<file path="config.mk">
export PLATFORM = sky130hd
export DESIGN_NAME = ds_rmw_unit
export DESIGN_NICKNAME = d
export VERILOG_FILES = /design/src/rtl/ds_rmw_pkg.sv /design/src/rtl/ds_rmw_ctrl.sv /design/src/rtl/ds_rmw_datapath.sv /design/src/rtl/ds_rmw_unit.sv
export SDC_FILE = /design/constraint.sdc
export NUM_CORES = 1
export LEC_CHECK = 0
export ABC_AREA = 1
export ABC_CLOCK_PERIOD_IN_PS = 1700
export BUFFER_PORTS_ARGS = -buffer_cell sky130_fd_sc_hd__buf_2
export CORE_MARGIN = 2
export CORE_UTILIZATION = 25
export CTS_CLUSTER_SIZE = 20
export DETAILED_ROUTE_END_ITERATION = 10
export GPL_TIMING_DRIVEN = 0
export PLACE_DENSITY = 0.52
export SYNTH_ARGS = -nofsm -noshare
export SYNTH_HDL_FRONTEND = slang
export SYNTH_HIERARCHICAL = 1
export SYNTH_SLANG_ARGS = --single-unit
</file>
<file path="constraint.sdc">
create_clock -name clk -period 1.7 [get_ports clk]
set_input_delay 0 -clock clk [delete_from_list [all_inputs] [get_ports clk]]
set_output_delay 0 -clock clk [all_outputs]
set_load 0.01 [all_outputs]
</file>
<file path="src/rtl/ds_rmw_pkg.sv">
package ds_rmw_pkg;
  typedef enum logic [2:0] {
    ST_IDLE  = 3'd0,
    ST_READ  = 3'd1,
    ST_MERGE = 3'd2,
    ST_WRITE = 3'd3,
    ST_DONE  = 3'd4
  } rmw_state_e;

  typedef struct packed {
    logic latchReq;
    logic captureRead;
    logic doMerge;
  } rmw_strobe_t;
endpackage

</file>
<file path="src/rtl/ds_rmw_ctrl.sv">
module ds_rmw_ctrl
  import ds_rmw_pkg::*;
(
  input  logic        clk,
  input  logic        rstN,
  input  logic        reqValid,
  input  logic        reqWrite,
  input  logic        mode16,
  input  logic        opIsWrite,
  input  logic        memAck,
  output rmw_strobe_t strobe,
  output logic        reqReady,
  output logic        busy,
  output logic        rspValid,
  output logic        memReq,
  output logic        memWe
);
  rmw_state_e state, nextState;

  always_ff @(posedge clk) begin
    if (!rstN) state <= ST_IDLE;
    else       state <= nextState;
  end

  always_comb begin
    nextState = state;
    unique case (state)
      ST_IDLE:  if (reqValid) nextState = (reqWrite && mode16) ? ST_WRITE : ST_READ;
      ST_READ:  if (memAck) nextState = opIsWrite ? ST_MERGE : ST_DONE;
      ST_MERGE: nextState = ST_WRITE;
      ST_WRITE: if (memAck) nextState = ST_DONE;
      ST_DONE:  nextState = ST_IDLE;
      default:  nextState = ST_IDLE;
    endcase
  end

  always_comb begin
    strobe.latchReq    = (state == ST_IDLE) && reqValid;
    strobe.captureRead = (state == ST_READ) && memAck;
    strobe.doMerge     = (state == ST_MERGE);
  end

  assign reqReady = (state == ST_IDLE);
  assign busy     = (state != ST_IDLE);
  assign rspValid = (state == ST_DONE);
  assign memReq   = (state == ST_READ) || (state == ST_WRITE);
  assign memWe    = (state == ST_WRITE);
endmodule

</file>
<file path="src/rtl/ds_rmw_datapath.sv">
module ds_rmw_datapath
  import ds_rmw_pkg::*;
#(
  parameter int ADDR_W    = 16,
  parameter int DEPTH_W   = 24,
  parameter int STENCIL_W = 8
) (
  input  logic                  clk,
  input  logic                  rstN,
  input  rmw_strobe_t           strobe,
  input  logic                  mode16,
  input  logic [1:0]            reqOp,
  input  logic [ADDR_W-1:0]     reqAddr,
  input  logic [DEPTH_W+STENCIL_W-1:0] reqData,
  input  logic [DEPTH_W+STENCIL_W-1:0] memRdata,
  output logic                  opIsWrite,
  output logic [ADDR_W-1:0]     memAddr,
  output logic [(DEPTH_W+STENCIL_W)/8-1:0] memBe,
  output logic [DEPTH_W+STENCIL_W-1:0] memWdata,
  output logic [DEPTH_W+STENCIL_W-1:0] rspData
);
  localparam int WORD_W = DEPTH_W + STENCIL_W;
  localparam int HALF_W = WORD_W / 2;
  localparam int BE_W   = WORD_W / 8;
  localparam int HBE_W  = BE_W / 2;

  logic [1:0]        opReg;
  logic              m16Reg;
  logic [ADDR_W-1:0] addrReg;
  logic [WORD_W-1:0] dataReg;
  logic [WORD_W-1:0] wordReg;

  always_ff @(posedge clk) begin
    if (!rstN) begin
      opReg   <= '0;
      m16Reg  <= 1'b0;
      addrReg <= '0;
      dataReg <= '0;
      wordReg <= '0;
    end else begin
      if (strobe.latchReq) begin
        opReg   <= reqOp;
        m16Reg  <= mode16;
        addrReg <= reqAddr;
        dataReg <= reqData;
        wordReg <= mode16 ? {2{reqData[HALF_W-1:0]}} : '0;
      end
      if (strobe.captureRead) wordReg <= memRdata;
      if (strobe.doMerge) begin
        if (opReg[1])
          wordReg <= {dataReg[STENCIL_W-1:0], wordReg[DEPTH_W-1:0]};
        else
          wordReg <= {wordReg[WORD_W-1:DEPTH_W], dataReg[DEPTH_W-1:0]};
      end
    end
  end

  assign opIsWrite = opReg[0];
  assign memAddr   = m16Reg ? (addrReg >> 1) : addrReg;
  assign memWdata  = wordReg;
  assign memBe     = m16Reg ? {{HBE_W{addrReg[0]}}, {HBE_W{~addrReg[0]}}} : {BE_W{1'b1}};

  always_comb begin
    rspData = '0;
    if (!opReg[0]) begin
      if (m16Reg)
        rspData[HALF_W-1:0] = addrReg[0] ? wordReg[WORD_W-1:HALF_W] : wordReg[HALF_W-1:0];
      else if (opReg[1])
        rspData[STENCIL_W-1:0] = wordReg[WORD_W-1:DEPTH_W];
      else
        rspData[DEPTH_W-1:0] = wordReg[DEPTH_W-1:0];
    end
  end
endmodule

</file>
<file path="src/rtl/ds_rmw_unit.sv">
module ds_rmw_unit
  import ds_rmw_pkg::*;
#(
  parameter int ADDR_W    = 16,
  parameter int DEPTH_W   = 24,
  parameter int STENCIL_W = 8
) (
  input  logic                 clk,
  input  logic                 rstN,
  input  logic                 mode16,
  input  logic                 reqValid,
  input  logic [1:0]           reqOp,
  input  logic [ADDR_W-1:0]    reqAddr,
  input  logic [DEPTH_W+STENCIL_W-1:0] reqData,
  output logic                 reqReady,
  output logic                 busy,
  output logic                 rspValid,
  output logic [DEPTH_W+STENCIL_W-1:0] rspData,
  output logic                 memReq,
  output logic                 memWe,
  output logic [ADDR_W-1:0]    memAddr,
  output logic [(DEPTH_W+STENCIL_W)/8-1:0] memBe,
  output logic [DEPTH_W+STENCIL_W-1:0] memWdata,
  input  logic [DEPTH_W+STENCIL_W-1:0] memRdata,
  input  logic                 memAck
);
  rmw_strobe_t strobe;
  logic        opIsWrite;

  ds_rmw_ctrl u_ctrl (
    .clk      (clk),
    .rstN     (rstN),
    .reqValid (reqValid),
    .reqWrite (reqOp[0]),
    .mode16   (mode16),
    .opIsWrite(opIsWrite),
    .memAck   (memAck),
    .strobe   (strobe),
    .reqReady (reqReady),
    .busy     (busy),
    .rspValid (rspValid),
    .memReq   (memReq),
    .memWe    (memWe)
  );

  ds_rmw_datapath #(
    .ADDR_W   (ADDR_W),
    .DEPTH_W  (DEPTH_W),
    .STENCIL_W(STENCIL_W)
  ) u_dp (
    .clk      (clk),
    .rstN     (rstN),
    .strobe   (strobe),
    .mode16   (mode16),
    .reqOp    (reqOp),
    .reqAddr  (reqAddr),
    .reqData  (reqData),
    .memRdata (memRdata),
    .opIsWrite(opIsWrite),
    .memAddr  (memAddr),
    .memBe    (memBe),
    .memWdata (memWdata),
    .rspData  (rspData)
  );
endmodule

</file>
==> results of run 1 <==
worst register-to-register path, delay by kind of cell (launching register included):
kind,cells,cell delay [ns]
and+or+nand+nor,8,0.89
buffers and inverters,2,0.28
DFF,1,0.35
layout by cell type (no fill, tap or decap), types with 3 or more instances in the layout:
cell             n
a21oi_1         47
a21oi_2          4
a31oi_1          5
buf_2          168
buf_4           24
buf_6           12
bufinv_16        3
clkbuf_1         6
clkbuf_16        9
clkbuf_2         9
clkbuf_4         4
conb_1           8
dfxtp_1         73
dfxtp_2          5
dlygate4sd3_1   44
inv_1           39
inv_2            5
nand2_1        173
nand2_2         14
nand2_4          4
nand3_1         86
nand3_2          3
nor2_1         149
nor2_2          13
nor2_4           4
o211ai_1         3
o21ai_0         45
flip-flops by register name, indices dropped and copies added (netlist names):
register	count
u_dp/memWdata	32
u_dp/dataReg	24
u_dp/addrReg	16
u_ctrl/state	3
u_dp/opReg	2
u_dp/m16Reg	1
kinds of logic (layout without fill, tap and decap cells):
group	count (synthesis)	after routing	synth area share, %
AO/OA/AOI/OAI	107	107	12.3
flip-flops	78	78	33.9
AND/OR/NAND/NOR	450	450	41.3
other	1	8	0.0814
buffers and inverters	105	329	12.3
metal layers:
layer	share of wire [%]	vias up	routed length, um
li1	-	2796	-
met1	46	2476	8360
met2	45	211	8260
met3	6.6	29	1220
met4	2.9	0	526
met5	0	-	0
cell usage after synthesis, types with 3 or more instances:
| master | instances | area (um^2) |
|---|---|---|
| nand3_1 | 89 | 445 |
| inv_1 | 40 | 150 |
| nand2_2 | 13 | 81.3 |
| nor2_2 | 5 | 31.3 |
| dfxtp_1 | 78 | 1560 |
| inv_2 | 5 | 18.8 |
| a31oi_1 | 5 | 31.3 |
| a21oi_1 | 50 | 250 |
| nor2_1 | 160 | 601 |
| clkbuf_1 | 14 | 52.6 |
| nand2_4 | 3 | 33.8 |
| buf_2 | 17 | 85.1 |
| buf_4 | 17 | 128 |
| buf_6 | 9 | 101 |
| o21ai_0 | 45 | 225 |
| o211ai_1 | 3 | 22.5 |
| nand2_1 | 175 | 657 |
cell type report:
cell class                      instances  area share [%]
Tap cell                              229            4.29
Timing Repair Buffer                  209            19.2
Clock buffer                           11            3.64
Buffer                                 58            6.43
Clock inverter                          5            1.59
Sequential cell                        78            23.5
Inverter                               46            2.70
Multi-Input combinational cell        565            38.7
timing repair:
item | CTS | global route
resized for setup | 16 | 42
hold endpoints to repair | 45 | 0
hold buffers | 44 | 0
pin swaps | 2 | 5
setup endpoints to repair | 93 | 88
buffers inserted | 2 | 4
stage by stage:
stage,utilization (%),hold slack (ns)
floorplan,-,0.117
global placement,31.7,0.222
detailed placement,31.7,0.226
CTS,36.4,0.0338
global route,37.0,0.0694
finish,37.0,0.0539
report_power, final:
part	total (mW)	switching (mW)	internal, mW
sequential	2.96	0.541	2.41
clock	2.26	0.788	1.48
combinational	5.18	3.17	2.01
final timing paths:
check | from | end
worst max-delay path | u_ctrl/state[1] | u_dp/memWdata[3]
worst min-delay path | memRdata[28] | u_dp/memWdata[28]
worst min register to register | u_dp/addrReg[15] | u_dp/addrReg[15]
worst max register to register | u_ctrl/state[1] | u_dp/memWdata[3]
==> flow_metrics.tcl, run 1 <==
set metrics [dict create \
    met3_usage_pct 4.23 \
    fp.dieW_um 140 \
    fillers 2034 \
    place.gp.congestion 0.955 \
    tns_ns 0 \
    cts_buffer_depth 2 \
    hpwl_mm 14.2 \
    yosys_warnings 6 \
    vdd_ir_drop_max_mv 0.672 \
    htree_num_levels 3 \
    fin_worst_skew_ns 0.00698 \
    cts_buffers 9 \
    grt_max_degree 14 \
    grt_pass1_wl_mm 28.0 \
    slew_violations 0 \
    path_cells "nor2_4 -> buf_4 -> nand2_4 -> nor2_4 -> nor2_4 -> nand2_8 -> buf_6 -> nand3_1 -> nor2_1 -> nor2_1" \
    worst_slew_pin_slew_ns 0.521 \
    overflow 0 \
    synth_ff_type "dfxtp_1" \
    start_util_pct 25.6 \
    cts_tree "done" \
    path_clk_slew_ns 0.06 \
    hold_depth 5 \
    finalHoldViolations 0 \
    powerDensity_mw_per_mm2 1560 \
    worstSetupStartpointType "flip-flop" \
    placed_cells 1136 \
    maxCapViolCount 0 \
    setup_ws_ns 0.0902 \
    status "finished, final reports clean" \
    p_total_mw 10.4 \
    crit_path_end_kind "flip-flop" \
    port_buffers 159 \
    p_leak_nw 3.28 \
    reg2reg_slack_ns 0.09 \
    grt_pass1_vias 5154 \
    postRouteWirelength_mm 18.4 \
    met1_usage_pct 24.6 \
    grt_antenna_before_repair 0 \
    cp.required_ns 1.94 \
    ys_ff_latch 78 \
    drtAntennaViolNets 0 \
    path_class "flip-flop to flip-flop" \
    hold_path_class "primary input to flip-flop" \
    root_buffer "clkbuf_16" \
    fmax_mhz 621 \
    top_usage_layer "met2" \
    io_pins 176 \
    ys_types 30 \
    die_y_um 140 \
    ys_seq_area_share_pct 33.9 \
    syn_inst 741 \
    post-route-min-period_ns 1.61 \
    setup_violations 0 \
    avgSynthCellArea_um2 6.22 \
    crit_top_cell "nor2_4" \
    rows 49 \
    place_area_mm2 0.00571 \
    via_per_inst 4.59 \
    vias 5512 \
    antenna_cells 0 \
    syn_to_final_growth_pct 44.9 \
    dr.pass1.iters 4 \
    nets 1054 \
    pre_cts_ws_ns -0.288 \
    path_depth 10 \
    ff2ff_path_depth 10 \
    path_delay_family "simple AND/OR/NAND/NOR gates" \
    insertion_delay_ns 0.34 \
    clock_sinks 78 \
    multi_input_area_mm2 0.00258 \
    drive_above_1_share_pct 29.9 \
    crit_buf_inv 2 \
    fp.coreArea_mm2 0.0180 \
    wl_per_cell_um 15.3 \
    first_iter_violations 258 \
    finalCritPeriodShare_pct 94.7 \
    grtUsageTotal_pct 18.5 \
    crit_fanout 10 \
    slowest_delay_ns 0.35 \
    slowest_stage "dfxtp_2" \
    seq_area_mm2 0.00157 \
    syn_area_mm2 0.00461 \
    instances_no_fill 1201 \
    cp.arrival_ns 1.85 \
    remaining_drc_errors 0 \
    gr-usage-met2_pct 29.6 \
    synth_edf_count 0 \
    fin_area_mm2 0.00668 \
    synthArstFlopShare_pct 0 \
    die-area_mm2 0.0195 \
    slew_headroom_pct 65.3 \
]
No activity file was read; power rests on OpenSTA's default activity.
==> run 2, diff against run 1 <==
- CORE_UTILIZATION: 25 -> 30
- PLACE_DENSITY: 0.52 -> unset
==> run 2 against run 1 <==
Non-clock buffer count shrank 1. Clock power is 2% higher. Setup slack lost 0.029 ns. Global-route usage grew 2.1 points. Routed wire length shrank 7.0%. Clock-buffer cell count is the same. Hold slack better by 0.0025 ns. Clock skew fell by 0.0016 ns. Sequential power shrank 2%. Critical path depth is the same.
==> flow_metrics.tcl, run 2 (same netlist as run 1, synthesis figures left out) <==
set metrics [dict create \
    status "finished, final reports clean" \
    cp.required_ns 1.93 \
    wl_per_cell_um 14.7 \
    fin_worst_skew_ns 0.00543 \
    place.gp.congestion 0.889 \
    post-route-min-period_ns 1.64 \
    p_leak_nw 3.26 \
    cp.arrival_ns 1.87 \
    p_seq_share_pct 27.9 \
    postRouteWirelength_mm 17.1 \
    cts_tree "done" \
    finalCritPeriodShare_pct 96.4 \
    fin_area_mm2 0.00664 \
    multi_input_area_mm2 0.00261 \
    cts_buffers 9 \
    grt_max_degree 14 \
    cts_buffer_depth 2 \
    power_frac_clock_pct 22.1 \
    grt_antenna_before_repair 1 \
    p_switching_mw 4.50 \
    pre_cts_ws_ns -0.250 \
    slew_violations 0 \
    die_y_um 128 \
    finalHoldViolations 0 \
    crit_fanout 10 \
    place_area_mm2 0.00566 \
    setup_ws_ns 0.0611 \
    overflow 0 \
    fp.dieW_um 128 \
    crit_path_end_kind "flip-flop" \
    hpwl_mm 13.2 \
    placed_cells 1095 \
    maxCapViolCount 0 \
    start_util_pct 30.5 \
    rsz0062_at_grt "true" \
    vias 5404 \
    internal_power_mw 5.93 \
    path_class "flip-flop to flip-flop" \
    grt_pass1_wl_mm 26.3 \
    grtUsageTotal_pct 20.6 \
    layout_common_cells "174 x nand2_1, 172 x buf_2, 133 x nor2_1" \
    fillers 1707 \
    root_buffer "clkbuf_16" \
    seq_area_mm2 0.00157 \
    dr.pass1.iters 5 \
    whs_ns 0.0564 \
    clock_sinks 78 \
    worstSetupStartpointType "flip-flop" \
    powerDensity_mw_per_mm2 1570 \
    drtAntennaViolNets 0 \
    port_buffers 159 \
    drive_above_1_share_pct 30.7 \
    hold_path_class "primary input to flip-flop" \
    largest_register_ffs 32 \
    fp.coreArea_mm2 0.0151 \
    syn_to_final_growth_pct 44.2 \
    io_pins 176 \
    rows 45 \
    power_switching_share_pct 43.1 \
    vdd_ir_drop_max_mv 0.588 \
    first_iter_violations 348 \
    combPwrFrac_pct 50.0 \
    path_clk_slew_ns 0.06 \
    instances_no_fill 1160 \
    final_common_cell "nand2_1" \
    setup_violations 0 \
    fmax_mhz 610 \
    nets 1053 \
    die-area_mm2 0.0164 \
    htree_num_levels 3 \
    remaining_drc_errors 0 \
    insertion_delay_ns 0.34 \
    grt_pass1_vias 5013 \
    via_per_inst 4.66 \
]
-- run 2: cell types whose count changed in the layout (fill, tap and decap cells not counted), sizes merged --
cell	change
buf	+3
clkbuf	-4
clkinvlp	-1
diode	+1
inv	+1
-- run 2: metal layers --
metal  up-vias  share of wire, %  track usage (%)
met1      2438                47             29.2
li1       2788                 -                -
met2       166                46             33.4
met4         0               1.0             4.91
met5         -                 0                0
met3        12               5.5             2.84
-- run 2: final timing paths --
| check | end | from | slack, ns | cells after the start |
|---|---|---|---|---|
| setup / recovery | u_dp/memWdata[18] | u_ctrl/state[1] | 0.06 | 10 |
| hold / removal | u_dp/memWdata[28] | memRdata[28] | 0.06 | 5 |
| setup reg to reg | u_dp/memWdata[18] | u_ctrl/state[1] | 0.06 | 10 |
| hold reg to reg | u_dp/dataReg[13] | u_dp/dataReg[13] | 0.51 | 2 |
-- run 2: what timing repair did --
item	4_1_cts	5_1_grt
endpoints found under the setup margin	91	72
setup buffers	4	2
hold endpoints to repair	45	0
pin swaps	4	18
hold buffers	44	0
resized for setup	16	41
-- run 2: stage by stage --
stage | power, mW | util, % | TNS, ns
floorplan | 6.02 | - | 0
global placement | 7.74 | 37.5 | -12.39
detailed placement | 7.76 | 37.5 | -12.18
CTS | 10.3 | 43.2 | 0
global route | 11.2 | 44.0 | -0.251
finish | 10.4 | 44.0 | 0
-- run 2: cell type report --
type	instances	area share, %
Antenna cell	1	0.0377
Buffer	57	6.05
Clock buffer	11	3.81
Clock inverter	5	1.56
Inverter	46	2.75
Multi-Input combinational cell	565	39.4
Sequential cell	78	23.6
Tap cell	188	3.54
Timing Repair Buffer	209	19.3
-- run 2: power by group through the flow --
| stage | combinational (mW) | clock, mW | sequential, mW |
|---|---|---|---|
| after global placement | 4.84 | 0 | 2.90 |
| after floorplan | 3.10 | 0 | 2.92 |
| final | 5.21 | 2.31 | 2.91 |
| after detailed placement | 4.86 | 0 | 2.90 |
| after global routing | 5.81 | 2.43 | 2.98 |
| after CTS | 5.03 | 2.35 | 2.89 |
-- run 2: critical path, stage by stage (launching register included) --
cell	delay [ns]
dfxtp_2	0.35
nor2_4	0.14
buf_4	0.14
nand2_4	0.07
nor2_4	0.18
nor2_2	0.10
nand2_8	0.11
buf_6	0.15
nand3_1	0.09
nor2_2	0.16
nor2_1	0.05
==> run 3, diff against run 2 <==
- CELL_PAD_IN_SITES_DETAIL_PLACEMENT: unset -> 1
- CELL_PAD_IN_SITES_GLOBAL_PLACEMENT: unset -> 2
- CORE_UTILIZATION: 30 -> 25
- PLACE_DENSITY_LB_ADDON: unset -> 0.1
==> run 3 against run 2 <==
The flow now finishes with violations (negative setup slack). Critical path depth is 2 lower. Final area is 2.8% higher. Power is 3.6% higher. Routed wire length is 22% higher. Via count is 3.1% higher. Cell count is 3.6% higher. Clock-buffer cell count is 2 higher. Core utilization is 6.1 points lower. Die area is 19% higher. Flip-flop and latch count stayed put. Setup slack worse by 0.074 ns. Largest power group unchanged.
==> flow_metrics.tcl, run 3 (same netlist as run 1, synthesis figures left out) <==
set metrics [dict create \
    status "complete, but fails checks" \
    violations "negative setup slack" \
    power_switching_share_pct 44.0 \
    multi_input_area_mm2 0.00268 \
    antenna_cells 0 \
    grt_max_degree 13 \
    start_util_pct 25.6 \
    rows 49 \
    cts_tree "done" \
    power_frac_clock_pct 21.1 \
    slew_violations 0 \
    slew_headroom_pct 65.8 \
    grtUsageTotal_pct 20.9 \
    place.gp.congestion 0.883 \
    htree_num_levels 3 \
    min_to "u_dp/memWdata[16]" \
    root_buffer "clkbuf_16" \
    largest_register_ffs 32 \
    r2r-start "u_ctrl/state[2]" \
    r2r-end "u_ctrl/state[1]" \
    remaining_drc_errors 0 \
    hold_path_class "primary input to flip-flop" \
    setup_violations 1 \
    vdd_ir_drop_max_mv 0.564 \
    grt_pass1_vias 5622 \
    cp.arrival_ns 1.94 \
    combPwrFrac_pct 51.2 \
    port_buffers 159 \
    tns_ns -0.0128 \
    setup_ws_ns -0.0128 \
    p_total_mw 10.8 \
    hpwl_mm 16.5 \
    finalHoldViolations 0 \
    dr.pass1.iters 4 \
    via_per_inst 4.63 \
    post-route-min-period_ns 1.71 \
    grt_pass1_wl_mm 31.7 \
    nets 1055 \
    die_y_um 140 \
    wl_per_cell_um 17.3 \
    finalCritPeriodShare_pct 101 \
    postRouteWirelength_mm 20.8 \
    fillers 2338 \
    powerDensity_mw_per_mm2 1580 \
    drtAntennaViolNets 0 \
    first_iter_violations 219 \
    path_clk_slew_ns 0.06 \
    crit_path_end_kind "flip-flop" \
    cts_buffer_depth 2 \
    clock_sinks 78 \
    p_switching_mw 4.75 \
    internal_power_mw 6.05 \
    layout_common_cells "173 x nand2_1, 167 x buf_2, 143 x nor2_1" \
    p_seq_share_pct 27.7 \
    fmax_mhz 584 \
    crit_fanout 4 \
    ff2ff_path_depth 8 \
    p_leak_nw 3.35 \
    insertion_delay_ns 0.34 \
    fin_worst_skew_ns 0.00605 \
    overflow 0 \
    grt_antenna_before_repair 0 \
    die-area_mm2 0.0195 \
    worst_slew_pin_slew_ns 0.513 \
    reg2reg_slack_ns -0.01 \
    rsz0062_at_grt "true" \
    final_common_cell "nand2_1" \
    cts_buffers 9 \
    hold_depth 5 \
    seq_area_mm2 0.00157 \
    cp.required_ns 1.93 \
    worstSetupStartpointType "flip-flop" \
    drive_above_1_share_pct 31.8 \
    maxCapViolCount 0 \
    vias 5570 \
    fp.dieW_um 140 \
    path_class "flip-flop to flip-flop" \
    fp.coreArea_mm2 0.0180 \
    io_pins 176 \
    syn_to_final_growth_pct 48.3 \
    hold_start "memRdata[16]" \
]
run 3: layer usage:
| layer | up-vias | GRT usage, % | wire, um |
|---|---|---|---|
| li1 | 2788 | - | - |
| met1 | 2613 | 28.0 | 9520 |
| met2 | 146 | 34.4 | 9760 |
| met3 | 23 | 3.03 | 1010 |
| met4 | 0 | 7.68 | 476 |
| met5 | - | 0 | 0 |
run 3: how the worst max path moves through the flow:
stage / from / endpoint / cells past startpoint / slack, ns
2_1_floorplan: u_ctrl/state[2] / u_dp/memWdata[3] / 10 / 0.16
3_3_place_gp: u_ctrl/state[2] / u_dp/memWdata[20] / 9 / -0.46
6_report: u_ctrl/state[2] / u_ctrl/state[1] / 8 / -0.01
4_1_cts: u_dp/opReg[1] / rspData[17] / 5 / 0.005
3_5_place_dp: u_ctrl/state[2] / u_dp/memWdata[20] / 9 / -0.50
5_1_grt: u_ctrl/state[0] / u_ctrl/state[1] / 8 / -0.06
run 3: power by group through the flow:
stage	logic [mW]	clock network, mW	registers (mW)
after floorplan	3.10	0	2.92
after CTS	5.34	2.35	2.98
final	5.53	2.28	2.99
after detailed placement	5.07	0	2.99
after global routing	6.13	2.41	3.06
after global placement	5.01	0	2.96
run 3: critical path, stage by stage (launching register included):
cell	delay (ns)
dfxtp_2	0.35
nor2_4	0.18
buf_4	0.15
nand3_1	0.09
nand2_2	0.12
nor2_2	0.05
nand2_1	0.06
a21oi_1	0.06
dlygate4sd3_1	0.55
run 3: layout make-up:
cell class                      count  area share, %
Buffer                             55           6.28
Clock buffer                       13           3.81
Clock inverter                      3           1.32
Inverter                           46           2.71
Multi-Input combinational cell    566           39.2
Sequential cell                    78           23.0
Tap cell                          229           4.19
Timing Repair Buffer              212           19.5
run 3: timing repair:
item,CTS,global route
hold buffers,45,0
resized for setup,32,57
gates cloned,0,1
setup buffers,5,3
endpoints found under the setup margin,99,97
pin swaps,8,11
endpoints found under the hold margin,45,0
run 3: metrics by stage:
step | worst slack (ns) | cells | cell area, um^2 | hold WS, ns | utilization (%)
3_3_place_gp | -0.463 | 1136 | 5710 | 0.222 | 31.7
4_1_cts | 0.00464 | 1199 | 6660 | 0.0470 | 36.9
6_report | -0.0128 | 1202 | 6830 | 0.0641 | 37.9
2_1_floorplan | 0.160 | 748 | 4630 | 0.117 | -
3_5_place_dp | -0.497 | 1136 | 5710 | 0.227 | 31.7
5_1_grt | -0.0612 | 1202 | 6830 | 0.0824 | 37.9
